## src/rtl/ldst_legal_pkg.sv

```systemverilog
package ldst_legal_pkg;

    localparam int REG_W        = 4;
    localparam int NUM_RULES    = 19;
    localparam int CODE_W       = $clog2(NUM_RULES + 1);
    localparam int LAST_ILLEGAL = 13;
    localparam int LAST_UNPRED  = 15;

    localparam logic [REG_W-1:0] REG_IP  = REG_W'(12);
    localparam logic [REG_W-1:0] REG_SP  = REG_W'(13);
    localparam logic [REG_W-1:0] REG_LR  = REG_W'(14);
    localparam logic [REG_W-1:0] REG_PC  = REG_W'(15);
    localparam logic [REG_W-1:0] LOW_TOP = REG_W'(7);

    typedef enum logic [1:0] {
        MODE_OFFSET = 2'd0,
        MODE_PRE    = 2'd1,
        MODE_POST   = 2'd2,
        MODE_RSVD   = 2'd3
    } addr_mode_e;

    typedef enum logic [1:0] {
        EC_FULL   = 2'd0,
        EC_WIDE   = 2'd1,
        EC_NARROW = 2'd2,
        EC_NARROW_ALT = 2'd3
    } enc_class_e;

    typedef enum logic [1:0] {
        SEV_ILLEGAL,
        SEV_UNPRED,
        SEV_DEPREC
    } severity_e;

    typedef struct packed {
        logic              wb;
        logic              word;
        logic              load;
        logic              dual;
        logic              full;
        logic              wide;
        logic              narrow;
        logic              old;
    } attr_t;

    typedef struct packed {
        logic              illegal;
        logic              unpred;
        logic              deprec;
        logic [CODE_W-1:0] reason;
    } verdict_t;

    function automatic severity_e rule_severity(input int idx);
        if (idx <= LAST_ILLEGAL)     return SEV_ILLEGAL;
        else if (idx <= LAST_UNPRED) return SEV_UNPRED;
        else                         return SEV_DEPREC;
    endfunction

endpackage

```

## src/rtl/ldst_rule_eval.sv

```systemverilog
module ldst_rule_eval
    import ldst_legal_pkg::*;
(
    input  logic [REG_W-1:0] rt,
    input  logic [REG_W-1:0] rt2,
    input  logic [REG_W-1:0] rn,
    input  logic [REG_W-1:0] rm,
    input  attr_t            attr,
    output logic [NUM_RULES:1] hit
);

    logic [REG_W-1:0] rt_succ;
    logic             packed_cls;
    logic             full_dw;
    logic             pc_any_misuse;

    assign rt_succ    = rt + 1'b1;
    assign packed_cls = attr.wide | attr.narrow;
    assign full_dw    = attr.full & attr.dual;

    always_comb begin
        pc_any_misuse = (rn == REG_PC)
                      | ((rt == REG_PC) & ~(attr.load & attr.word & ~attr.dual))
                      | (attr.dual & (rt2 == REG_PC));
    end

    always_comb begin
        hit = '0;
        // illegal group
        hit[1]  = (rm == REG_PC);
        hit[2]  = attr.wb & (rn == rt);
        hit[3]  = attr.wb & attr.old & (rn == rm);
        hit[4]  = attr.narrow & ((rt > LOW_TOP) | (rn > LOW_TOP) | (rm > LOW_TOP));
        hit[5]  = full_dw & rt[0];
        hit[6]  = full_dw & (rt == REG_LR);
        hit[7]  = full_dw & (rt2 != rt_succ);
        hit[8]  = full_dw & attr.load & ((rm == rt) | (rm == rt2));
        hit[9]  = full_dw & attr.wb & (rn == rt2);
        hit[10] = attr.wide & attr.dual &
                  ((rt == REG_SP) | (rt == REG_PC) | (rt2 == REG_SP) | (rt2 == REG_PC));
        hit[11] = attr.full & attr.wb & (rn == REG_PC);
        hit[12] = attr.full & ~attr.word & (rt == REG_PC);
        hit[13] = packed_cls & pc_any_misuse;
        // unpredictable group
        hit[14] = packed_cls & (rm == REG_SP);
        hit[15] = packed_cls & ~attr.word & (rt == REG_SP);
        // deprecated group
        hit[16] = attr.full & ~attr.load & ((rt == REG_PC) | (rn == REG_PC));
        hit[17] = attr.full & (rm == REG_SP);
        hit[18] = attr.full & ~attr.word & (rt == REG_SP);
        hit[19] = full_dw & (rt == REG_IP);
    end

endmodule

```

## config.mk

```make
export PLATFORM = sky130hd
export DESIGN_NAME = ldst_rule_eval
export DESIGN_NICKNAME = d
export VERILOG_FILES = /design/src/rtl/ldst_legal_pkg.sv /design/src/rtl/ldst_rule_eval.sv
export SDC_FILE = /design/constraint.sdc
export NUM_CORES = 1
export LEC_CHECK = 0
export ABC_AREA = 1
export BUFFER_PORTS_ARGS = -buffer_cell sky130_fd_sc_hd__clkbuf_2
export CAP_MARGIN = 20
export CORE_MARGIN = 1
export CORE_UTILIZATION = 49
export DETAILED_ROUTE_END_ITERATION = 8
export GPL_TIMING_DRIVEN = 1
export PLACE_DENSITY = 0.94
export SYNTH_ARGS = -nofsm -noshare
export SYNTH_HDL_FRONTEND = slang
export SYNTH_SLANG_ARGS = --single-unit
```

## constraint.sdc

```tcl
create_clock -name vclk -period 3.15
set_input_delay 0.63 -clock vclk [all_inputs]
set_output_delay 0.63 -clock vclk [all_outputs]
set_load 0.1 [all_outputs]
```

; Word level (Yosys, flattened, before mapping)
; Cells that the tools add are included.
[totals]
reg_bits = 0
[classes]
addsub = 1
magnitude_cmp = 3
eq_ne = 15
bitwise = 45
[ops]
columns = operator, count
row1 = $eq A4 B4 Y1 const B, 9
row2 = $and A1 B1 Y1, 31
row3 = $eq A4 B4 Y1, 5
row4 = $gt A4 B3 Y1 const B, 3
row5 = $or A1 B1 Y1, 10
row6 = $add A4 B1 Y4 const B, 1
row7 = $ne A4 B4 Y1, 1
row8 = $not A1 Y1, 4

; Longest topological paths before layout
[depth]
depth_word = 7
ltp_mapped = 9
ltp_nobuf = 9

; Least setup slack after synthesis
; Ideal clock, no wire load.
[synth_path]
kind = input to output
start = input port rm[0]
end = output port hit[1] in the netlist's numbering
t_arrival_ps = 3600
required_time_ps = 2520
path_slack_ps = -1080
cell_stages = 2
cell_sequence = inv_1 > nor4_1
[synth_between]
elab_chain_cells = 1
[synth_lines]
columns = element, line_no
row1 = from (decl), ldst_rule_eval.sv:7  ; input logic [REG_W-1:0] rm,
row2 = $eq A4 B4 Y1, ldst_rule_eval.sv:30  ; hit[1] = (rm == REG_PC);
row3 = to (decl), ldst_rule_eval.sv:9  ; output logic [NUM_RULES:1] hit
; Every way passes these cells.

; Worst setup path in the final report
[layout_path]
start = input port rt[0]
end = output port hit[7] in the netlist's numbering
[layout_between]
elab_chain_cells = 3
[layout_lines]
columns = element, line_no
row1 = from (decl), ldst_rule_eval.sv:4  ; input logic [REG_W-1:0] rt,
row2 = $add A4 B1 Y4, ldst_rule_eval.sv:17  ; assign rt_succ = rt + 1'b1;
row3 = $ne A4 B4 Y1, ldst_rule_eval.sv:36  ; hit[7] = full_dw & (rt2 != rt_succ);
row4 = $and A1 B1 Y1, ldst_rule_eval.sv:36
; Every way passes these cells.

==> results.yml <==
status:
  status: "finished clean"
timing:
  drv_slew: 0
  finalSetupViolCount: 0
  fmaxAchievable_mhz: 375
  rsz0062_at_grt: "no"
  fin_setup_tns_ns: 0
  fin_crit_ns: 2.67
  hold_viol: 0
  fin_crit_sh_pct: 84.6
  tightestPinTransition_ns: 0.543
  timing.final.ws_setup_ns: 0.485
  slew_headroom_pct: 64.0
synthesis:
  synth_cell_type_count: 20
  yosysSeqAreaShare_pct: 0
  syn_nets: 173
  netlist_instances: 145
  synth_commonest_cells: "nand2_1, inv_1, nor2_1, nand3_1, inv_2"
  synth_area_leaders: "nand2_1, inv_1, nor2_1"
  syn_avg_cell_area_um2: 4.62
  synth_top_area_share_pct: 35.3
  yosys_warnings: 0
  post-synth-top-count-cell: "nand2_1"
  yosys.area.top_type: "nand2_1"
  netlist_area_um2: 669
placement:
  dp_hpwl_um: 1850
  io_buffers: 43
  preCtsSetupSlack_ns: 0.505
  gp_congestion: 0.955
  post_dp_cell_area_um2: 916
finish:
  syn_to_final_growth_pct: 36.8
  postLayoutCellArea_um2: 916
  ff_latch_area_um2: 0
  clock_buffers: 0
  diodes: 0
  flops_and_latches: 0
  drive_gt1_share_pct: 30.5
  final_nets: 217
grt:
  grt_usage_pct: 31.8
  grt_overflow: 0
  grt_pass1_wl_um: 3420
  grt_max_degree: 8
  antenna_found_initial: 0
  grt_pass1_vias: 864
power_and_ir_drop:
  power_density_nw_per_um2: 163
  finalPower_mw: 0.149
  max-vdd-ir-drop_v: 0.0000997
  p_leak_nw: 0.608
drt:
  drt-total-wl_um: 2180
  first_pass_iters: 4
  postRouteAntennaNets: 0
  vias: 1077
  drc: 0
  viasPerCell: 5.36
  wl_per_cell_um: 10.8
  drtIter0Drc: 40
hold_path:
  hp-class: "primary input to primary output"
  whs_endpoint: "hit[16]"
  min_from: "attr[5]"
  holdPathStages: 3
worst_setup_path:
  cp-start-kind: "primary input"
  slowest_delay_ns: 0.46
  cp_top_family: "buffers and inverters"
  cp_num_buf_inv: 4
  worst_ep_arrival_time_ns: 2.04
  cp.required_ns: 2.52
  worstSetupEndpointType: "primary output"
  crit_type: "primary input to primary output"
  cp_slowest_cell: "clkbuf_2"
  crit_fanout: 7
  crit_chain: "clkbuf_2 -> inv_2 -> ha_1 -> inv_1 -> nand2_1 -> nand2_1 -> nor2_1 -> nand2_1 -> nor2_1 -> nor2_1 -> clkbuf_2"
floorplan:
  die_x_um: 39.0
  die-height_um: 39.0
  fp.coreArea_um2: 1190
  initial_utilization_pct: 56.4
  io_pins: 43
  design.die.area_um2: 1520
  rows: 12
clock_tree:
  hold_buffers: 0
  cts_resized: 0
  postCtsSetupRepairBufs: 0
run:
  maxCapViolCount: 0
through the flow:
| stage | hold WS [ns] | utilization (%) | instances |
|---|---|---|---|
| CTS | 1.78 | 77.2 | 201 |
| finish | 1.78 | 77.2 | 201 |
| detailed placement | 1.78 | 77.2 | 201 |
| floorplan | 1.43 | - | 145 |
| global route | 1.79 | 77.2 | 201 |
| global placement | 1.77 | 77.2 | 201 |
kinds of logic (layout without fill, tap and decap cells):
| family | after synthesis | after routing | synth area share [%] |
|---|---|---|---|
| simple gates | 102 | 102 | 62.4 |
| xor+xnor | 4 | 4 | 5.23 |
| buf+inv | 27 | 69 | 15.7 |
| fa+ha+maj | 4 | 4 | 7.48 |
| compound gates | 8 | 8 | 9.16 |
cell type report:
cell class | instances | area (um2)
multi-input combinational | 118 | 586
inverter | 26 | 97.6
timing repair buffer | 43 | 215
tap | 14 | 17.5
fill | 110 | 270
worst max path at each step:
stage,startpoint,end,slack [ns],depth (start not counted)
2_1_floorplan,rt[2],hit[15],-0.47,5
3_3_place_gp,rt[0],hit[7],0.53,11
3_5_place_dp,rt[0],hit[7],0.50,11
4_1_cts,rt[0],hit[7],0.50,11
5_1_grt,rt[0],hit[7],0.37,11
6_report,rt[0],hit[7],0.48,11
where the power goes:
group,total (mW),internal [mW],switching (mW),leakage [nW]
combinational,0.149,0.0390,0.110,0.608
clock,0,0,0,0
sequential,0,0,0,0
total,0.149,0.0390,0.110,0.608
per-layer routing:
| layer | GRT usage [%] | wire length, um | up-vias |
|---|---|---|---|
| met5 | 0 | 0 | - |
| li1 | - | - | 538 |
| met4 | 1.72 | 8 | 0 |
| met1 | 37.5 | 867 | 468 |
| met2 | 65.0 | 1100 | 69 |
| met3 | 0 | 202 | 2 |
placed cells by master (no fill, tap or decap), drive strengths merged:
| master | n |
|---|---|
| nor4 | 1 |
| ha | 4 |
| nand4 | 4 |
| o2111ai | 2 |
| a31oi | 1 |
| a211oi | 1 |
| o21ai | 1 |
| inv | 26 |
| xnor2 | 3 |
| nand3 | 9 |
| a21oi | 2 |
| clkbuf | 43 |
| nor3 | 5 |
| xor2 | 1 |
| o22ai | 1 |
| nor2 | 18 |
| nand2 | 65 |
Power figures use the tool's default switching activity.
